File: config.mk
export PLATFORM = sky130hd
export DESIGN_NAME = via_timer_pair
export DESIGN_NICKNAME = d
export VERILOG_FILES = /design/src/rtl/via_tmr_pkg.sv /design/src/rtl/via_tmr_core.sv /design/src/rtl/via_irq_ctl.sv /design/src/rtl/via_timer_pair.sv
export SDC_FILE = /design/constraint.sdc
export NUM_CORES = 1
export LEC_CHECK = 0
export ABC_AREA = 0
export BUFFER_PORTS_ARGS = -buffer_cell sky130_fd_sc_hd__clkbuf_2
export CAP_MARGIN = 20
export CORE_MARGIN = 5
export CORE_UTILIZATION = 37
export CTS_BUF_LIST = sky130_fd_sc_hd__clkbuf_16
export CTS_CLUSTER_SIZE = 24
export DETAILED_ROUTE_END_ITERATION = 16
export GPL_TIMING_DRIVEN = 0
export HOLD_SLACK_MARGIN = 0.06
export SLEW_MARGIN = 5
export SYNTH_ARGS = -nofsm -noshare
export SYNTH_HDL_FRONTEND = slang
export SYNTH_SLANG_ARGS = --single-unit
File: constraint.sdc
create_clock -name clk -period 2 [get_ports clk]
set_input_delay 0.1 -clock clk [delete_from_list [all_inputs] [get_ports clk]]
set_output_delay 0.1 -clock clk [all_outputs]
set_load 0.03 [all_outputs]
File: src/rtl/via_tmr_pkg.sv
package via_tmr_pkg;

    localparam int BYTE_W = 8;
    localparam int CNT_W  = 2 * BYTE_W;
    localparam int IDX_W  = 4;
    localparam int FLG_W  = 7;

    localparam int FLG_TA = 6;
    localparam int FLG_TB = 5;
    localparam int FLG_SH = 2;

    localparam logic [FLG_W-1:0] IRQ_SRC_MASK = FLG_W'((1 << FLG_TA) | (1 << FLG_SH));
    localparam logic [1:0]       MODE_FREERUN = 2'b01;

    typedef enum logic [IDX_W-1:0] {
        RG_TA_CLO = 4'd0,
        RG_TA_CHI = 4'd1,
        RG_TA_RLO = 4'd2,
        RG_TA_RHI = 4'd3,
        RG_TB_LO  = 4'd4,
        RG_TB_HI  = 4'd5,
        RG_MODE   = 4'd6,
        RG_FLAGS  = 4'd7,
        RG_ENABLE = 4'd8
    } reg_idx_e;

    typedef struct packed {
        logic [CNT_W-1:0] cnt;
        logic [CNT_W-1:0] rld;
    } tmr_view_t;

    function automatic logic [FLG_W-1:0] enable_next(input logic [FLG_W-1:0] cur,
                                                     input logic [BYTE_W-1:0] wd);
        return wd[BYTE_W-1] ? (cur | wd[FLG_W-1:0]) : (cur & ~wd[FLG_W-1:0]);
    endfunction

    function automatic logic [CNT_W-1:0] count_step(input logic [CNT_W-1:0] cnt,
                                                    input logic [CNT_W-1:0] rld,
                                                    input logic             reload_en);
        if (reload_en && (cnt == {CNT_W{1'b1}}))
            return rld;
        return cnt - CNT_W'(1);
    endfunction

endpackage

File: src/rtl/via_tmr_core.sv
module via_tmr_core
    import via_tmr_pkg::*;
#(
    parameter bit               RELOAD    = 1'b1,
    parameter bit               HAS_RLDHI = 1'b1,
    parameter logic [CNT_W-1:0] RST_RLD   = '1
) (
    input  logic              clk,
    input  logic              rst,
    input  logic              tick,
    input  logic              wr_lo,
    input  logic              wr_hi,
    input  logic              wr_start,
    input  logic [BYTE_W-1:0] wdata,
    input  logic              oneshot,
    output tmr_view_t         view,
    output logic              fire
);

    logic [BYTE_W-1:0] rld_lo;
    logic [BYTE_W-1:0] rld_hi;
    logic [CNT_W-1:0]  cnt_q;
    logic              armed_q;
    logic              reach_zero;

    assign reach_zero = tick && !wr_start && (cnt_q == CNT_W'(1));
    assign fire       = reach_zero && (armed_q || !oneshot);

    always_ff @(posedge clk) begin
        if (rst) begin
            rld_lo <= RST_RLD[BYTE_W-1:0];
        end else if (wr_lo) begin
            rld_lo <= wdata;
        end
    end

    generate
        if (HAS_RLDHI) begin : g_rldhi
            always_ff @(posedge clk) begin
                if (rst) begin
                    rld_hi <= RST_RLD[CNT_W-1:BYTE_W];
                end else if (wr_hi || wr_start) begin
                    rld_hi <= wdata;
                end
            end
        end else begin : g_nohi
            assign rld_hi = '0;
        end
    endgenerate

    always_ff @(posedge clk) begin
        if (rst) begin
            cnt_q   <= '1;
            armed_q <= 1'b0;
        end else if (wr_start) begin
            cnt_q   <= {wdata, rld_lo};
            armed_q <= 1'b1;
        end else if (tick) begin
            cnt_q <= count_step(cnt_q, {rld_hi, rld_lo}, RELOAD);
            if (reach_zero && oneshot) begin
                armed_q <= 1'b0;
            end
        end
    end

    assign view.cnt = cnt_q;
    assign view.rld = {rld_hi, rld_lo};

endmodule

File: src/rtl/via_irq_ctl.sv
module via_irq_ctl
    import via_tmr_pkg::*;
(
    input  logic              clk,
    input  logic              rst,
    input  logic              wr_flags,
    input  logic              wr_enable,
    input  logic [BYTE_W-1:0] wdata,
    input  logic [FLG_W-1:0]  set_mask,
    input  logic [FLG_W-1:0]  clr_mask,
    output logic [FLG_W-1:0]  flags,
    output logic [FLG_W-1:0]  enables,
    output logic              irq
);

    logic [FLG_W-1:0] clr_all;

    assign clr_all = clr_mask | (wr_flags ? wdata[FLG_W-1:0] : '0);

    always_ff @(posedge clk) begin
        if (rst) begin
            flags   <= '0;
            enables <= '0;
        end else begin
            flags <= (flags & ~clr_all) | set_mask;
            if (wr_enable) begin
                enables <= enable_next(enables, wdata);
            end
        end
    end

    assign irq = |(flags & enables & IRQ_SRC_MASK);

endmodule

File: src/rtl/via_timer_pair.sv
module via_timer_pair
    import via_tmr_pkg::*;
#(
    parameter int ADDR_W  = 13,
    parameter int IDX_LSB = 9
) (
    input  logic              clk,
    input  logic              rst,
    input  logic [ADDR_W-1:0] bus_addr,
    input  logic              bus_wr,
    input  logic              bus_rd,
    input  logic [BYTE_W-1:0] bus_wdata,
    output logic [BYTE_W-1:0] bus_rdata,
    input  logic              tick_en,
    input  logic              shift_done,
    output logic              irq
);

    localparam int IDX_MSB = IDX_LSB + IDX_W - 1;

    logic [IDX_W-1:0]  idx;
    logic [BYTE_W-1:0] mode_q;
    logic              ta_freerun;
    logic              ta_fire, tb_fire;
    logic              ta_load;
    tmr_view_t         ta_view, tb_view;
    logic [CNT_W-1:0]  ta_cnt, ta_rld;
    logic [FLG_W-1:0]  flags, enables;
    logic [FLG_W-1:0]  set_mask, clr_mask;
    logic              unused_addr_bits;

    assign idx              = bus_addr[IDX_MSB:IDX_LSB];
    assign unused_addr_bits = ^{bus_addr[IDX_LSB-1:0], tb_view.rld};
    assign ta_freerun       = (mode_q[7:6] == MODE_FREERUN);
    assign ta_load          = bus_wr && (idx == RG_TA_CHI);
    assign ta_cnt           = ta_view.cnt;
    assign ta_rld           = ta_view.rld;

    always_ff @(posedge clk) begin
        if (rst) begin
            mode_q <= '0;
        end else if (bus_wr && idx == RG_MODE) begin
            mode_q <= bus_wdata;
        end
    end

    via_tmr_core #(
        .RELOAD   (1'b1),
        .HAS_RLDHI(1'b1),
        .RST_RLD  ('1)
    ) u_ta (
        .clk     (clk),
        .rst     (rst),
        .tick    (tick_en),
        .wr_lo   (bus_wr && (idx == RG_TA_CLO || idx == RG_TA_RLO)),
        .wr_hi   (bus_wr && idx == RG_TA_RHI),
        .wr_start(ta_load),
        .wdata   (bus_wdata),
        .oneshot (!ta_freerun),
        .view    (ta_view),
        .fire    (ta_fire)
    );

    via_tmr_core #(
        .RELOAD   (1'b0),
        .HAS_RLDHI(1'b0),
        .RST_RLD  ('0)
    ) u_tb (
        .clk     (clk),
        .rst     (rst),
        .tick    (tick_en),
        .wr_lo   (bus_wr && idx == RG_TB_LO),
        .wr_hi   (1'b0),
        .wr_start(bus_wr && idx == RG_TB_HI),
        .wdata   (bus_wdata),
        .oneshot (1'b1),
        .view    (tb_view),
        .fire    (tb_fire)
    );

    always_comb begin
        set_mask         = '0;
        set_mask[FLG_TA] = ta_fire;
        set_mask[FLG_TB] = tb_fire;
        set_mask[FLG_SH] = shift_done;
        clr_mask         = '0;
        clr_mask[FLG_TA] = (bus_rd && idx == RG_TA_CLO) || ta_load;
    end

    via_irq_ctl u_irq (
        .clk      (clk),
        .rst      (rst),
        .wr_flags (bus_wr && idx == RG_FLAGS),
        .wr_enable(bus_wr && idx == RG_ENABLE),
        .wdata    (bus_wdata),
        .set_mask (set_mask),
        .clr_mask (clr_mask),
        .flags    (flags),
        .enables  (enables),
        .irq      (irq)
    );

    always_comb begin
        case (idx)
            RG_TA_CLO: bus_rdata = ta_view.cnt[BYTE_W-1:0];
            RG_TA_CHI: bus_rdata = ta_view.cnt[CNT_W-1:BYTE_W];
            RG_TA_RLO: bus_rdata = ta_view.rld[BYTE_W-1:0];
            RG_TA_RHI: bus_rdata = ta_view.rld[CNT_W-1:BYTE_W];
            RG_TB_LO:  bus_rdata = tb_view.cnt[BYTE_W-1:0];
            RG_TB_HI:  bus_rdata = tb_view.cnt[CNT_W-1:BYTE_W];
            RG_MODE:   bus_rdata = mode_q;
            RG_FLAGS:  bus_rdata = {irq, flags};
            RG_ENABLE: bus_rdata = {1'b0, enables};
            default:   bus_rdata = '0;
        endcase
    end

endmodule

# After elaboration in Yosys (flattened, before gate mapping)
# Cells that the tools add are included.
# totals
ff_bits,80
# op_classes
n_addsub,2
n_eq_ne,12
n_mux,19
bitwise_logic,8
reduce_logical,31
# op_table
op,n
16-bit two-way mux,6
8-bit case mux with 9 select lines,1
16-bit by 1-bit equality test with 1-bit output (second input constant),2
16-bit by 1-bit subtractor with 16-bit output (second input constant),2
7-bit bitwise AND,3
7-bit OR,3
16-bit equality test (second input constant),1
4-bit by 3-bit equality test with 1-bit output (second input constant),4
1-bit logical AND,16
7-bit two-way mux,2
7-bit NOT,2
1-bit two-way mux,10
4-bit by 2-bit equality test with 1-bit output (second input constant),2
2-bit nonzero test,4
4-bit by 1-bit equality test with 1-bit output (second input constant),1
4-bit equality test (second input constant),1
4-bit logical NOT,1
1-bit logical OR,4
2-bit AND reduction,2
1-bit logical NOT,3
2-bit by 1-bit equality test with 1-bit output (second input constant),1
2-bit OR reduction,1

# Longest topological paths before layout
# logic_depth
depth_word,9
depth_mapped,7
depth_no_buf,7

# Hierarchy
# A second synthesis with hierarchy kept.
# unflattened
hier_cells,572
area_unflattened_um2,4805.9
# by_module_without_submodules
mod,n_inst,cells_each,area_each_um2
via_tmr_core at u_ta,1,209,1805.5
via_tmr_core at u_tb,1,158,1382.6
via_timer_pair,1,132,1067.3
via_irq_ctl,1,73,550.5

# Worst setup path before layout
# OpenSTA, ideal clock, no wires.
# synth_path
path_kind,input port to output port
from,in bus_addr[9]
to,out bus_rdata[1]
arrival_time_ns,1.775
path_slack_ns,0.125
stages,7
path_buffers,3
path_cell_list,buf_2 > buf_2 > clkbuf_1 > nand3_1 > nor2_1 > a21oi_1 > o21ai_0
# synth_between
elab_chain_cells,2
elab_cells_between_ends,10
cone_classes,8 x eq/ne; 1 x mux; 1 x reduce/logical
# synth_rtl
element,line_no,source
"start, declared",via_timer_pair.sv:9,"input logic [ADDR_W-1:0] bus_addr,"
4-bit equality test (tied with other cells),via_timer_pair.sv:104,case (idx)
8-bit case mux with 9 select lines *,via_timer_pair.sv:104,
"end, declared",via_timer_pair.sv:13,"output logic [BYTE_W-1:0] bus_rdata,"
# Every way passes the cells marked *; elsewhere a longest branch is shown, timed or not.

# Final worst setup path
# layout_path
from,reg u_irq.flags[6]
to,out bus_rdata[7]
# layout_between
elab_chain_cells,3
# layout_rtl
element,line_no,source
"start, declared",via_irq_ctl.sv:11,"output logic [FLG_W-1:0] flags,"
"start signal, assigned",via_irq_ctl.sv:25,flags <= (flags & ~clr_all) | set_mask;
7-bit bitwise AND,via_irq_ctl.sv:32,assign irq = |(flags & enables & IRQ_SRC_MASK);
2-bit OR reduction,via_irq_ctl.sv:32,
8-bit case mux with 9 select lines,via_timer_pair.sv:104,
# Every way passes these cells.

==> summary.md <==
| Metric | Value |
|---|---|
| Slew Limit Fails | `0` |
| Post-Synth Adder-Cell Area | `under 10%` |
| Crit start category | `register` |
| Largest net degree at the start of global routing | `13` |
| Hold Crit Start | `bus_wdata[7]` |
| CP cell instances | `a22o_1, mux2i_1, nand2b_1, a311o_1, o31ai_1, buf_4` |
| Fillers | `about 1200` |
| Clock Skews | `5.39 ps` |
| Clock sink total | `80` |
| Post-Syn Area | `between 4000 and 5000 µm²` |
| Antenna diodes | `0` |
| Grt total ovfl | `0` |
| Syn_nets | `approximately 600` |
| DR vias/cell | `roughly 6.0` |
| WHS Path Cells | `3` |
| Worst-Margin Slew | `approximately 750 ps` |
| WP data required | `approximately 1900 ps` |
| Utilization after layout | `between 40% and 50%` |
| DRT iter0 DRCs | `approximately 460` |
| Crit path max-delay family | `compound AO/OA/AOI/OAI gates` |
| Post-Place Cell Area | `between 4000 and 5000 µm²` |
| Initial antenna violation count | `0` |
| P_leak | `around 2 nW` |
| Synth cell types | `62` |
| Slack of the critical path | `54.1 ps` |
| Largest family of logic cells by synthesized area | `simple AND/OR/NAND/NOR gates` |
| Final #Nets | `between 600 and 700` |
| Slew margin rel. | `50.3%` |
| Vias | `approximately 4400` |
| Post-synthesis simple-gate area fraction | `~28%` |
| Drt first pass iters | `5` |
| Seq cells post-synth | `80` |
| Vias in the first global route | `between 4000 and 5000` |
| Crit path kind | `reg -> out` |
| Remaining DRCs | `0` |
| Dpl ws | `-169 ps` |
| Final period utilization | `97.3%` |
| Share of synthesized flip-flops with an asynchronous set or reset | `0%` |
| Worst vdd ir | `0.381 mV` |
| Gpl congestion | `0.928` |
| Synth Warn # | `0` |
| Top FF cell, synth | `dfxtp_1` |
| Arrival @ worst endpoint | `about 1900 ps` |
| Register area share after synthesis | `a little over a third` |
| Die width | `between 100 and 150 µm` |
| Largest area contributor in the netlist | `dfxtp_1` |
| Nature of the critical path endpoint | `output port` |
| Final Hold Violating Endpoints | `0` |
| FF-to-FF Start | `u_ta.cnt_q[8]` |
| Fmax | `514 MHz` |
| HPWL after DPL | `11100 µm` |
| Setup TNS | `0 ps` |
| Synth top area share | `around 36%` |
| Slowest stage delay, CP | `just under 400 ps` |
| Max-cap violations | `0` |
| Worst Path Buf+Inv | `1` |
| Setup violators final | `0` |
| Slowest CP cell | `dfxtp_1` |
| Register-to-Register Path Depth | `5` |
| EDFF count, synth | `0` |
| Worst Hold Class | `in -> reg` |
| Rows | `40` |
| WL final | `15600 µm` |
| Post-Syn Area per Cell | `around 8.1 µm²` |
| Minimum clock period | `1950 ps` |
| Core area | `roughly 12000 µm²` |
| Port bufs | `16` |
| Clock-pin slew on the worst setup and hold paths | `around 60 ps` |
| Fin Hold WS | `approximately 130 ps` |
| Htree depth | `3` |
| Total power | `3.87 mW` |
| Status | `completed` |
| Full die area | `between 10000 and 15000 µm²` |
| Clk_lat worst skew | `approximately 340 ps` |
| Most frequent cells in the layout | `nand2_1, dfxtp_1, nor2_1` |
| Power Density | `about 760 nW/µm²` |
| Antenna violation net count after detailed routing | `0` |
| Routed length per placed instance | `approximately 21 µm` |
| Synth area leaders | `dfxtp_1, mux2i_1, nand2_1, nor2_1, mux4_2` |
| Placed insts | `around 700` |
| Post-route cell area | `slightly above 5000 µm²` |
| Post-Synthesis Cells | `between 500 and 600` |
| Post-synthesis mux area share | `11.7%` |
| CTS tree | `yes` |
| Initial core utilization | `a little under two fifths` |
| IO Count | `36` |
| Num CTS Buffers | `9` |
| Reg-to-reg endpoint | `u_ta.armed_q` |
| Chip height | `roughly 120 µm` |
| Global-route wire length before repair | `24100 µm` |
| Area growth, synth to finish | `13.6%` |
| Layout cells sized above 1 | `13.6%` |
| Total Routing Usage GR | `between 20 and 25%` |
| R2R Setup Slk | `90 ps` |
| Clock Tree Root | `clkbuf_16` |
| Clock buffer depth | `2` |
| CP max FO | `3` |
| Synth Area in XOR/XNOR | `a little over 4%` |
| Compound-cell area share of the yosys netlist | `14.4%` |
| Final Non-Filler Cells | `around 730` |
## power by group
group	total (mW)	switching, mW	internal (mW)
Sequential	1.72	0.0732	1.65
Combinational	0.543	0.349	0.194
Clock	1.61	0.659	0.947
Total	3.87	1.08	2.79
## logic make-up after synthesis
family	Yosys count
adders and majority gates	5
buffers and inverters	50
xor gates and xnor gates	21
muxes	42
DFF	80
and+or+nand+nor	250
AOI/OAI and AO/OA	104
## metal layers
metal	vias to the layer above	wire length [µm]	global-route usage (%)	part of all wire, %
li1	2030	-	-	-
met1	2139	6920	29.6	44
met2	183	7110	34.4	46
met3	39	1020	3.49	6.5
met4	0	524	9.09	3.4
met5	-	0	0	0
## sequential cells by signal, summed over array words and instances (netlist names), named ones only
| signal | count |
|---|---|
| u_irq.flags | 7 |
| u_ta.cnt_q | 16 |
| u_tb.cnt_q | 16 |
| u_tb.armed_q | 1 |
| u_tb.rld_lo | 8 |
| u_ta.armed_q | 1 |
| mode_q | 8 |
| u_ta.rld_lo | 8 |
| u_ta.rld_hi | 8 |
## synthesized netlist by cell type (2+ instances only)
library cell  count
a21oi_1          26
buf_1             2
clkbuf_2          6
a32oi_1           2
or3_1             3
and3_1           11
a31o_2            2
o21ai_0          32
nand2_1          76
xnor2_1          13
nand4_1           9
nor4_1            4
mux4_2            8
and3b_1           2
a22oi_1           2
nand4b_1          4
mux2i_1          31
o21a_1            2
buf_2             7
a211oi_1          8
nand2b_1          2
or4_4             2
xor2_1            8
nand3b_1          3
dfxtp_1          80
nand3_1          26
nor3_1           17
inv_1             7
nor2b_1           5
mux2_2            3
o22ai_1           6
o31ai_1           8
buf_6             2
clkbuf_1         26
ha_1              5
nor4b_1           3
o211ai_1          4
nor2_1           68
or4_1             2
nor3b_1           2
a22o_1            2
## tightest hold or removal path: stages
cell and delay (ps):
clkbuf_2 160, nand3_1 100, a21oi_1 60
## how the worst max path moves through the flow
stage	from	end	slack, ps	cells past startpoint
6_report	u_irq.flags[6]	bus_rdata[7]	50	6
2_1_floorplan	bus_addr[9]	bus_rdata[1]	120	7
4_1_cts	u_ta.cnt_q[1]	u_ta.cnt_q[2]	20	7
5_1_grt	u_tb.cnt_q[10]	u_irq.flags[5]	-80	6
3_3_place_gp	bus_addr[9]	bus_rdata[1]	-170	9
3_5_place_dp	bus_addr[10]	bus_rdata[1]	-170	9
## cell type report
class	instances	area (µm²)	share of cell area, %
Clock buffer	9	225	4.42
Tap cell	147	184	3.61
Multi-Input combinational cell	422	2690	52.7
Inverter	7	26.3	0.515
Clock inverter	7	56.3	1.10
Sequential cell	80	1610	31.6
Timing Repair Buffer	19	108	2.11
Buffer	43	203	3.97
## what timing repair did
| item | 4_1_cts | 5_1_grt |
|---|---|---|
| endpoints found under the hold margin | 1 | 0 |
| hold buffers | 1 | 0 |
| gates resized for setup | 5 | 13 |
| endpoints found under the setup margin | 8 | 16 |
| pin swaps | 0 | 4 |
| buffers inserted | 0 | 2 |
Power figures use the tool's default switching activity.
